`src/rtl/lifo_pkg.sv`:
```
package lifo_pkg;

  // Decoded request class for one clock cycle
  typedef enum logic [1:0] {
    OP_IDLE = 2'd0,
    OP_PUSH = 2'd1,
    OP_POP  = 2'd2,
    OP_BAD  = 2'd3
  } stk_op_e;

endpackage

```
`src/rtl/lifo_ctrl.sv`:
```
module lifo_ctrl
  import lifo_pkg::*;
(
  input  logic    push_valid,
  input  logic    pop_req,
  input  logic    full,
  input  logic    empty,
  output stk_op_e op
);

  logic both_req;
  logic push_blocked;
  logic pop_blocked;

  assign both_req     = push_valid & pop_req;
  assign push_blocked = push_valid & full;
  assign pop_blocked  = pop_req & empty;

  always_comb begin
    if (both_req || push_blocked || pop_blocked) begin
      op = OP_BAD;
    end else if (push_valid) begin
      op = OP_PUSH;
    end else if (pop_req) begin
      op = OP_POP;
    end else begin
      op = OP_IDLE;
    end
  end

endmodule

```
`src/rtl/lifo_ptr.sv`:
```
module lifo_ptr
  import lifo_pkg::*;
#(
  parameter int PTR_W = 6
) (
  input  logic             clk,
  input  logic             rst_n,
  input  stk_op_e          op,
  output logic [PTR_W-1:0] sp,
  output logic [PTR_W-1:0] sp_up,
  output logic             full,
  output logic             empty
);

  localparam logic [PTR_W-1:0] PTR_ONE  = PTR_W'(1);
  localparam logic [PTR_W-1:0] PTR_ZERO = '0;

  logic [PTR_W-1:0] sp_dn;

  // Both neighbours wrap naturally in PTR_W bits
  assign sp_up = sp + PTR_ONE;
  assign sp_dn = sp - PTR_ONE;

  always_ff @(posedge clk) begin
    if (!rst_n) begin
      sp    <= PTR_ZERO;
      full  <= 1'b0;
      empty <= 1'b1;
    end else begin
      unique case (op)
        OP_PUSH: begin
          sp    <= sp_up;
          full  <= (sp_up == PTR_ZERO);
          empty <= 1'b0;
        end
        OP_POP: begin
          sp    <= sp_dn;
          empty <= (sp_dn == PTR_ZERO);
          full  <= 1'b0;
        end
        default: begin
          sp    <= sp;
          full  <= full;
          empty <= empty;
        end
      endcase
    end
  end

endmodule

```
`src/rtl/lifo_regfile.sv`:
```
module lifo_regfile #(
  parameter int DATA_W = 8,
  parameter int PTR_W  = 6
) (
  input  logic              clk,
  input  logic              rst_n,
  input  logic              wr_en,
  input  logic [PTR_W-1:0]  wr_addr,
  input  logic [DATA_W-1:0] wr_data,
  input  logic [PTR_W-1:0]  rd_addr,
  output logic [DATA_W-1:0] rd_data
);

  localparam int DEPTH = 1 << PTR_W;

  logic [DATA_W-1:0] entry_q [DEPTH];

  genvar g;
  generate
    for (g = 0; g < DEPTH; g++) begin : g_entry
      logic sel;
      assign sel = wr_en && (wr_addr == PTR_W'(g));
      always_ff @(posedge clk) begin
        if (!rst_n) begin
          entry_q[g] <= '0;
        end else if (sel) begin
          entry_q[g] <= wr_data;
        end
      end
    end
  endgenerate

  assign rd_data = entry_q[rd_addr];

endmodule

```
`src/rtl/lifo_regstack.sv`:
```
module lifo_regstack
  import lifo_pkg::*;
#(
  parameter int DATA_W = 8,
  parameter int PTR_W  = 6
) (
  input  logic              clk,
  input  logic              rst_n,
  input  logic              push_valid,
  output logic              push_ready,
  input  logic [DATA_W-1:0] push_data,
  input  logic              pop_req,
  output logic              pop_valid,
  output logic [DATA_W-1:0] pop_data,
  output logic [DATA_W-1:0] top_data,
  output logic [PTR_W-1:0]  sp,
  output logic              full,
  output logic              empty,
  output logic              err
);

  stk_op_e          op;
  logic [PTR_W-1:0] sp_up;
  logic [DATA_W-1:0] rd_word;

  lifo_ctrl u_ctrl (
    .push_valid (push_valid),
    .pop_req    (pop_req),
    .full       (full),
    .empty      (empty),
    .op         (op)
  );

  lifo_ptr #(.PTR_W(PTR_W)) u_ptr (
    .clk   (clk),
    .rst_n (rst_n),
    .op    (op),
    .sp    (sp),
    .sp_up (sp_up),
    .full  (full),
    .empty (empty)
  );

  // Pre-increment: the write goes to the entry above the current top
  lifo_regfile #(.DATA_W(DATA_W), .PTR_W(PTR_W)) u_rf (
    .clk     (clk),
    .rst_n   (rst_n),
    .wr_en   (op == OP_PUSH),
    .wr_addr (sp_up),
    .wr_data (push_data),
    .rd_addr (sp),
    .rd_data (rd_word)
  );

  assign top_data   = rd_word;
  assign push_ready = ~full;

  // Result register and strobes
  always_ff @(posedge clk) begin
    if (!rst_n) begin
      pop_data  <= '0;
      pop_valid <= 1'b0;
      err       <= 1'b0;
    end else begin
      pop_valid <= (op == OP_POP);
      err       <= (op == OP_BAD);
      if (op == OP_POP) begin
        pop_data <= rd_word;
      end
    end
  end

endmodule

```
`config.mk`:
```
export PLATFORM = sky130hd
export DESIGN_NAME = lifo_regstack
export DESIGN_NICKNAME = d
export VERILOG_FILES = /design/src/rtl/lifo_pkg.sv /design/src/rtl/lifo_ctrl.sv /design/src/rtl/lifo_ptr.sv /design/src/rtl/lifo_regfile.sv /design/src/rtl/lifo_regstack.sv
export SDC_FILE = /design/constraint.sdc
export NUM_CORES = 1
export LEC_CHECK = 0
export BUFFER_PORTS_ARGS = -buffer_cell sky130_fd_sc_hd__buf_2
export CAP_MARGIN = 20
export CORE_ASPECT_RATIO = 1.1
export CORE_UTILIZATION = 36
export CTS_BUF_LIST = sky130_fd_sc_hd__clkbuf_8
export CTS_CLUSTER_DIAMETER = 40
export CTS_CLUSTER_SIZE = 25
export DETAILED_ROUTE_END_ITERATION = 10
export HOLD_SLACK_MARGIN = 0.03
export PLACE_DENSITY_LB_ADDON = 0.12
export SYNTH_ARGS = -nofsm -noshare
export SYNTH_HDL_FRONTEND = slang
export SYNTH_SLANG_ARGS = --single-unit
```
`constraint.sdc`:
```
create_clock -name clk -period 2.85 [get_ports clk]
set_clock_uncertainty 0.1 [all_clocks]
set_input_delay 0.285 -clock clk [delete_from_list [all_inputs] [get_ports clk]]
set_output_delay 0.285 -clock clk [all_outputs]
set_load 0.005 [all_outputs]
```
==> impl_metrics.env, run 1 <==
export IMPL_design_area_sq_mm=0.03030
export IMPL_irDropWorstVdd_v=0.0003392
export IMPL_nNetsFinal=2001
export IMPL_cts_tree="built"
export IMPL_cp_cell_sequence="buf_12 > buf_4 > mux4_2 > mux2i_1 > buf_4 > a32o_1 > or4_4 > nand2_4 > buf_6"
export IMPL_violations="setup timing"
export IMPL_total_leakage_power_nw=11.07
export IMPL_htreeDepth=3
export IMPL_grt_pass1_vias=15920
export IMPL_die_area_sq_mm=0.07136
export IMPL_ctsRootBufferMaster="clkbuf_8"
export IMPL_critPathMaxStageDelay_ns=0.52
export IMPL_clkTransAtPathRegs_ns=0.08
export IMPL_multi_input_area_sq_mm=0.009011
export IMPL_ys_top_cells_by_area="edfxtp_1 (61%), and2_1 (13%), mux4_2 (7.3%)"
export IMPL_gp_congestion=0.8651
export IMPL_viasPerCell=5.172
export IMPL_synth_cell_types=59
export IMPL_outcome="finished, violations left"
export IMPL_crit_path_frequent_cell="buf_4"
export IMPL_synthTopCellsByCount="and2_1 (517), edfxtp_1 (512), mux4_2 (82), o21ai_0 (82), nor2_1 (73)"
export IMPL_cp_buffers_inverters=4
export IMPL_synth_seq_area_share=0.6266
export IMPL_wl_per_cell_microns=25.48
export IMPL_num_rows=101
export IMPL_synth_top_flop_cell="edfxtp_1"
export IMPL_start_util=0.3654
export IMPL_power_density_mw_per_mm2=629.0
export IMPL_setup_viol=8
export IMPL_numCtsBuffers=89
export IMPL_portBuffers=38
export IMPL_clkLatencyLatePin_ns=0.70
export IMPL_power_mw=19.06
export IMPL_slew_viol_final=0
export IMPL_ant_nets=0
export IMPL_grtUsageTotal=0.2170
export IMPL_post_route_util=0.4375
export IMPL_antenna_found_initial=5
export IMPL_drive_above_1_share=0.2705
export IMPL_min_path_type="input pin to flop"
export IMPL_grt_max_degree=65
export IMPL_synth_top_area_frac=0.6076
export IMPL_slowest_stage="or4_4"
export IMPL_detail_route_wirelength_microns=76080
export IMPL_yosys_area_top_type="edfxtp_1"
export IMPL_dp_hpwl_microns=49860
export IMPL_overflow=0
export IMPL_fin_crit_ns=3.309
export IMPL_drc=0
export IMPL_rsz0062_at_grt="true"
export IMPL_syn2layout_area_growth_pct=19.74
export IMPL_max_freq_mhz=302.2
export IMPL_synth_nets=1786
export IMPL_avgSynthCellArea_sq_um=14.35
export IMPL_vias=15440
export IMPL_hold_viol_final=0
export IMPL_final_setup_worst_slack_ns=-0.4585
export IMPL_synth_edf_count=512
export IMPL_crit_family="simple AND/OR/NAND/NOR gates"
export IMPL_tightest_slew_ns=0.9108
export IMPL_async_flop_share=0
export IMPL_slew_headroom=0.3928
export IMPL_endpoint_kind="primary output"
export IMPL_cts_sinks=536
export IMPL_fp_dieW_microns=254.8
export IMPL_clockBufferDepth=3
export IMPL_required_ns=2.47
export IMPL_placed_area_sq_mm=0.02755
export IMPL_arrival_ns=2.92
export IMPL_synthesis_area_sq_mm=0.02531
export IMPL_dpl_worst_slack_ns=-0.1873
export IMPL_start_kind="flop"
export IMPL_crit_type="flop to primary output"
export IMPL_crit_fanout=7
export IMPL_cap_violations=0
export IMPL_seq_area_sq_mm=0.01587
export IMPL_fin_crit_sh=1.161
export IMPL_netlist_instances=1764
export IMPL_core_region_area_sq_mm=0.06925
export IMPL_synth_most_common_cell="and2_1"
export IMPL_grt_pass1_wl_microns=110900
export IMPL_die_y_microns=280.1
export IMPL_ys_warn_count=0
export IMPL_drtPass1Iterations=5
export IMPL_boundaryPins=39
export IMPL_first_iter_violations=1248
export IMPL_final_fill_count=6383
export IMPL_ys_ff_latch=536
## cell families after synthesis
group	share of synthesized area
AO/OA/AOI/OAI	0.04509
XOR/XNOR	0.002077
adder cells (fa/ha/maj)	0.004944
buffers and inverters	0.03051
flip-flops	0.6266
multiplexers	0.1238
AND/OR/NAND/NOR	0.1671
## placed cells by master, fill, tap and decap left out, types with 12 or more instances in the layout
cell,instances
a21oi_1,13
a22oi_1,14
and2_1,517
buf_12,19
buf_2,33
buf_4,169
buf_6,21
clkbuf_8,91
clkinv_2,12
clkinvlp_4,13
dfxtp_1,21
edfxtp_1,512
inv_1,21
mux2i_1,45
mux4_1,24
mux4_2,83
nand2_1,35
nand2b_1,13
nand3_1,23
nor2_1,68
nor2b_1,14
o21ai_0,76
## registers in the layout, summed over array words and instances, names as in the netlist, named ones only
signal and flops:
err 1, u_ptr.full 1, pop_data 8, u_ptr.sp 6, u_rf.entry_q 512, pop_valid 1, u_ptr.empty 1
## worst paths after layout
| check | startpoint | endpoint | slack [ns] | depth (start not counted) |
|---|---|---|---|---|
| setup / recovery | flop | top_data[1] | -0.46 | 9 |
| hold / removal | push_data[6] | u_rf.entry_q[23][6] | 0.13 | 3 |
| setup reg to reg | flop | pop_data[1] | 0.14 | 8 |
| hold reg to reg | u_ptr.full | u_ptr.full | 0.43 | 2 |
## repair_timing
action                                  4_1_cts  5_1_grt
pin swaps                                    17       13
endpoints found under the setup margin        8       78
hold buffers                                  3        0
gates resized for setup                      81       29
hold endpoints to repair                      8        0
setup buffers                                22        3
cloned                                        4        2
## metrics by stage
stage / cells / hold slack, ns / TNS (ns)
after global routing: 2984 / 0.1227 / -4.069
after global placement: 2786 / 0.4052 / -0.2612
after detailed placement: 2786 / 0.4094 / -0.3258
after floorplan: 1764 / 0.3827 / 0
final: 2986 / 0.1265 / -3.371
after CTS: 2976 / 0.09619 / -3.872
## worst register-to-register path, cell delays in order (launching register included)
cell and delay [ns]:
dfxtp_4 0.42, buf_12 0.17, buf_4 0.14, mux4_2 0.33, mux2i_1 0.06, buf_4 0.16, a32o_1 0.22, or4_4 0.52
a31oi_1 0.47
## power breakdown
part | internal (mW) | switching [mW]
logic | 1.15 | 1.46
clock network | 3.78 | 3.63
registers | 8.90 | 0.143
## area by class of cell
class | count | share of cell area
Tap cell | 927 | 0.03828
Timing Repair Buffer | 254 | 0.07602
Multi-Input combinational cell | 1088 | 0.2974
Antenna cell | 7 | 0.0005781
Inverter | 10 | 0.001239
Sequential cell | 536 | 0.5236
Clock inverter | 73 | 0.02151
Clock buffer | 91 | 0.04133
## metal layers
layer | routed length, microns | GRT usage
met5 | 13 | 0
met3 | 4335 | 0.04156
met1 | 33460 | 0.2961
met2 | 36640 | 0.3504
met4 | 1632 | 0.06295
Note: power is estimated with default switching activity, not from simulation.
==> run 2, diff against run 1 <==
- PLACE_DENSITY_LB_ADDON: 0.12 -> 0.3
==> impl_metrics.env, run 2 (synthesis gave the netlist of run 1 again) <==
export IMPL_arrival_ns=2.89
export IMPL_slew_viol_final=0
export IMPL_largest_reg_flops=512
export IMPL_swShare=0.2819
export IMPL_wl_per_cell_microns=24.90
export IMPL_post_route_util=0.4440
export IMPL_die_y_microns=280.1
export IMPL_internal_power_mw=13.64
export IMPL_grt_pass1_wl_microns=109400
export IMPL_vias=16080
export IMPL_clkPwrFrac=0.376
export IMPL_portBuffers=38
export IMPL_first_iter_violations=1573
export IMPL_max_flop_register="u_rf.entry_q"
export IMPL_ctsRootBufferMaster="clkbuf_8"
export IMPL_fin_crit_sh=1.150
export IMPL_core_region_area_sq_mm=0.06925
export IMPL_required_ns=2.47
export IMPL_placed_area_sq_mm=0.02765
export IMPL_final_cell_count_no_fill=2996
export IMPL_slew_headroom=0.4217
export IMPL_start_util=0.3654
export IMPL_outcome="finished, violations left"
export IMPL_drc=0
export IMPL_numCtsBuffers=79
export IMPL_endpoint_kind="primary output"
export IMPL_fp_dieW_microns=254.8
export IMPL_crit_type="flop to primary output"
export IMPL_grt_pass1_vias=16330
export IMPL_dp_cells=2795
export IMPL_antenna_found_initial=4
export IMPL_hold_viol_final=0
export IMPL_start_kind="flop"
export IMPL_pwr_share_seq=0.476
export IMPL_syn2layout_area_growth_pct=21.51
export IMPL_gp_congestion=0.9105
export IMPL_grt_max_degree=65
export IMPL_power_switching_mw=5.354
export IMPL_tightest_slew_ns=0.8675
export IMPL_viasPerCell=5.367
export IMPL_max_freq_mhz=305.0
export IMPL_htreeDepth=3
export IMPL_whs_path_depth=2
export IMPL_clkLatencyLatePin_ns=0.72
export IMPL_irDropWorstVdd_v=0.0004189
export IMPL_final_setup_worst_slack_ns=-0.4283
export IMPL_mostFrequentLayoutCells="and2_1 (517), edfxtp_1 (512), buf_4 (187), mux4_2 (92), clkbuf_8 (79)"
export IMPL_hp_start="push_data[6]"
export IMPL_cap_violations=0
export IMPL_power_density_mw_per_mm2=617.7
export IMPL_clkTransAtPathRegs_ns=0.07
export IMPL_rsz0062_at_grt="true"
export IMPL_total_leakage_power_nw=11.17
export IMPL_cts_tree="built"
export IMPL_min_path_type="input pin to flop"
export IMPL_die_area_sq_mm=0.07136
export IMPL_design_area_sq_mm=0.03075
export IMPL_cts_sinks=536
export IMPL_num_rows=101
export IMPL_final_common_cell="and2_1"
export IMPL_violations="setup timing"
export IMPL_dp_hpwl_microns=50120
export IMPL_fin_crit_ns=3.278
export IMPL_crit_fanout=14
export IMPL_reg2reg_depth=16
export IMPL_detail_route_wirelength_microns=74590
export IMPL_clockBufferDepth=3
export IMPL_overflow=0
export IMPL_drive_above_1_share=0.3061
export IMPL_boundaryPins=39
export IMPL_setup_viol=9
export IMPL_ant_nets=0
export IMPL_grtUsageTotal=0.2115
export IMPL_nNetsFinal=2025
export IMPL_combPwrFrac=0.148
export IMPL_largestRegisters="u_rf.entry_q: 512 flops, pop_data: 8 flops, u_ptr.sp: 6 flops"
export IMPL_drtPass1Iterations=6
## run 2: layout make-up
type	count	area, sq um
clock buffer	79	1087
sequential	536	15870
antenna	1	2.502
tap	927	1160
timing repair buffer	288	2684
fill	6276	38500
multi-input combinational	1088	9173
inverter	10	37.54
clock inverter	67	739.5
## run 2: repair_timing
item | 4_1_cts | 5_1_grt
pin swaps | 23 | 19
buffers inserted | 32 | 12
gates cloned | 3 | 2
hold buffers | 6 | 0
resized for setup | 92 | 95
endpoints found under the hold margin | 41 | 0
setup endpoints to repair | 8 | 389
## run 2: critical path, stage by stage (launching register included)
cell and delay, ns:
dfxtp_4 0.39, buf_12 0.17, buf_12 0.15, mux4_2 0.49, nor2b_1 0.15, a211oi_2 0.20
buf_4 0.19, nor4_4 0.07, or2_1 0.22, buf_2 0.13
## run 2: stage by stage
stage / hold slack [ns] / setup TNS [ns] / worst slack, ns / power (mW)
after floorplan: 0.3827 / 0 / 0.001321 / 10.48
after global placement: 0.3965 / -0.2456 / -0.07517 / 11.44
after detailed placement: 0.4034 / -0.2349 / -0.07112 / 11.47
after CTS: 0.1506 / -3.759 / -0.5191 / 18.91
after global routing: 0.2011 / -3.695 / -0.5171 / 19.56
final: 0.1890 / -3.152 / -0.4283 / 18.99
## run 2: power groups by stage
stage	Combinational, mW	Sequential, mW	Clock (mW)
6_report	2.81	9.05	7.13
3_3_place_gp	2.21	9.23	0
2_1_floorplan	1.34	9.13	0
4_1_cts	2.61	9.04	7.26
5_1_grt	2.95	9.07	7.54
3_5_place_dp	2.24	9.24	0
## run 2: path summary, 6_finish.rpt
path / end / slack [ns]
min: u_rf.entry_q[19][6] / 0.19
max reg2reg: pop_data[2] / -0.06
max: top_data[5] / -0.43
min reg2reg: u_ptr.empty / 0.41
## run 2: routing by layer
layer | global-route usage | wire, microns
met1 | 0.2784 | 30550
met2 | 0.3391 | 35890
met3 | 0.04166 | 5524
met4 | 0.09074 | 2616
met5 | 0 | 8
==> run 3, diff against run 2 <==
- CORE_UTILIZATION: 36 -> 40
==> impl_metrics.env, run 3 (synthesis gave the netlist of run 1 again) <==
export IMPL_start_util=0.4051
export IMPL_nNetsFinal=1989
export IMPL_crit_type="flop to primary output"
export IMPL_fin_crit_ns=3.256
export IMPL_slew_viol_final=0
export IMPL_grt_use_met2=0.3603
export IMPL_swShare=0.2569
export IMPL_min_path_type="input pin to flop"
export IMPL_cts_tree="built"
export IMPL_dp_hpwl_microns=46140
export IMPL_portBuffers=38
export IMPL_tns_ns=-2.864
export IMPL_wl_per_cell_microns=24.85
export IMPL_core_region_area_sq_mm=0.06246
export IMPL_irDropWorstVdd_v=0.0003649
export IMPL_power_mw=18.75
export IMPL_ant_nets=0
export IMPL_final_common_cell="and2_1"
export IMPL_power_switching_mw=4.818
export IMPL_cp_cell_sequence="buf_12 > buf_4 > and2b_2 > a22oi_1 > a21oi_2 > or4_4 > nand2_4 > buf_6"
export IMPL_start_kind="flop"
export IMPL_reg2reg_depth=8
export IMPL_ctsRootBufferMaster="clkbuf_8"
export IMPL_rr_endpoint="u_rf.entry_q[51][4]"
export IMPL_grtUsageTotal=0.2211
export IMPL_first_iter_violations=1345
export IMPL_endpoint_kind="primary output"
export IMPL_drtPass1Iterations=5
export IMPL_largest_reg_flops=512
export IMPL_clkPwrFrac=0.375
export IMPL_overflow=0
export IMPL_pwr_share_seq=0.482
export IMPL_setup_viol=8
export IMPL_max_flop_register="u_rf.entry_q"
export IMPL_arrival_ns=2.87
export IMPL_numCtsBuffers=74
export IMPL_critPathMaxStageDelay_ns=0.56
export IMPL_combPwrFrac=0.143
export IMPL_clkTransAtPathRegs_ns=0.09
export IMPL_grt_pass1_wl_microns=104200
export IMPL_hold_viol_final=0
export IMPL_rsz0062_at_grt="true"
export IMPL_syn2layout_area_growth_pct=19.13
export IMPL_detail_route_wirelength_microns=71090
export IMPL_violations="setup timing"
export IMPL_busiest_layer="met2"
export IMPL_mostFrequentLayoutCells="and2_1 (517), edfxtp_1 (512), buf_4 (181), mux4_2 (86), clkbuf_8 (78)"
export IMPL_cap_violations=0
export IMPL_met3_usage=0.03465
export IMPL_drc=0
export IMPL_boundaryPins=39
export IMPL_internal_power_mw=13.93
export IMPL_crit_fanout=9
export IMPL_die_y_microns=265.8
export IMPL_htreeDepth=3
export IMPL_use_met1=0.2984
export IMPL_grt_pass1_vias=15730
export IMPL_outcome="finished, violations left"
export IMPL_fp_dieW_microns=241.8
export IMPL_fin_crit_sh=1.142
export IMPL_power_density_mw_per_mm2=622.1
export IMPL_cts_sinks=536
export IMPL_drive_above_1_share=0.2856
export IMPL_die_area_sq_mm=0.06427
export IMPL_clkLatencyLatePin_ns=0.69
export IMPL_clockBufferDepth=3
export IMPL_viasPerCell=5.483
export IMPL_total_leakage_power_nw=10.98
export IMPL_gp_congestion=0.8829
export IMPL_largestRegisters="u_rf.entry_q: 512 flops, pop_data: 8 flops, u_ptr.sp: 6 flops"
export IMPL_vias=15690
export IMPL_tightest_slew_ns=0.8442
export IMPL_slew_headroom=0.4372
export IMPL_grt_max_degree=65
export IMPL_slowest_stage="or4_4"
export IMPL_r2r_setup_slack_ns=0.08
export IMPL_num_rows=96
export IMPL_max_freq_mhz=307.1
export IMPL_antenna_found_initial=2
export IMPL_r2r_start="u_ptr.sp[0]"
export IMPL_required_ns=2.47
export IMPL_final_setup_worst_slack_ns=-0.4059
export IMPL_cp_endpoint="top_data[2]"
[run 3: how the worst min path moves through the flow]
stage / startpoint / endpoint / slack [ns] / cells past startpoint
after floorplan: u_ptr.full / u_ptr.full / 0.38 / 2
after global placement: u_ptr.full / u_ptr.full / 0.41 / 2
after detailed placement: u_ptr.full / u_ptr.full / 0.43 / 2
after CTS: push_data[5] / u_rf.entry_q[44][5] / 0.05 / 2
after global routing: push_data[2] / u_rf.entry_q[14][2] / 0.09 / 2
final: push_data[5] / u_rf.entry_q[4][5] / 0.09 / 2
[run 3: area by class of cell]
cell class / count / area (sq um)
inverter: 10 / 37.54
clock buffer: 78 / 1074
antenna: 1 / 2.502
sequential: 536 / 15870
fill: 5414 / 32310
timing repair buffer: 257 / 2298
tap: 833 / 1042
multi-input combinational: 1088 / 9161
clock inverter: 58 / 663.1
[run 3: power groups by stage]
stage                     Clock [mW]  Combinational [mW]  Sequential [mW]
after floorplan                    0                1.34             9.13
after global placement             0                2.08             9.24
after detailed placement           0                2.09             9.25
after CTS                       7.13                2.59             9.03
after global routing            7.41                2.82             9.05
final                           7.03                2.69             9.03
[run 3: stage by stage]
step                      cells  setup WS (ns)  instance area, sq um    util  hold slack [ns]
final                      2861        -0.4059                 30150  0.4827          0.09221
after global routing       2861        -0.4493                 30150  0.4827          0.09002
after CTS                  2851        -0.4344                 29880  0.4783          0.05041
after detailed placement   2677       -0.02878                 27220  0.4358           0.4285
after global placement     2677        -0.1155                 27220  0.4358           0.4135
after floorplan            1764       0.001321                 25310       -           0.3827
[run 3: layer usage]
metal | wire, microns | vias to the layer above
li1 | - | 6938
met1 | 29590 | 7979
met2 | 34310 | 658
met3 | 4987 | 113
met4 | 2199 | 0
met5 | 0 | -
[run 3: worst max-delay path, delay by kind of cell, from the launching register on]
kind,cells,cell delay [ns]
flip-flops,1,0.36
AND/OR/NAND/NOR,3,1.02
AO/OA/AOI/OAI,2,0.34
buffers and inverters,3,0.46
[run 3: timing repair]
action                                  4_1_cts  5_1_grt
resized for setup                           119       54
hold buffers                                  4        0
cloned                                        6        0
pin swaps                                    28       16
endpoints found under the setup margin       33      586
endpoints found under the hold margin         2        0
setup buffers                                30        9
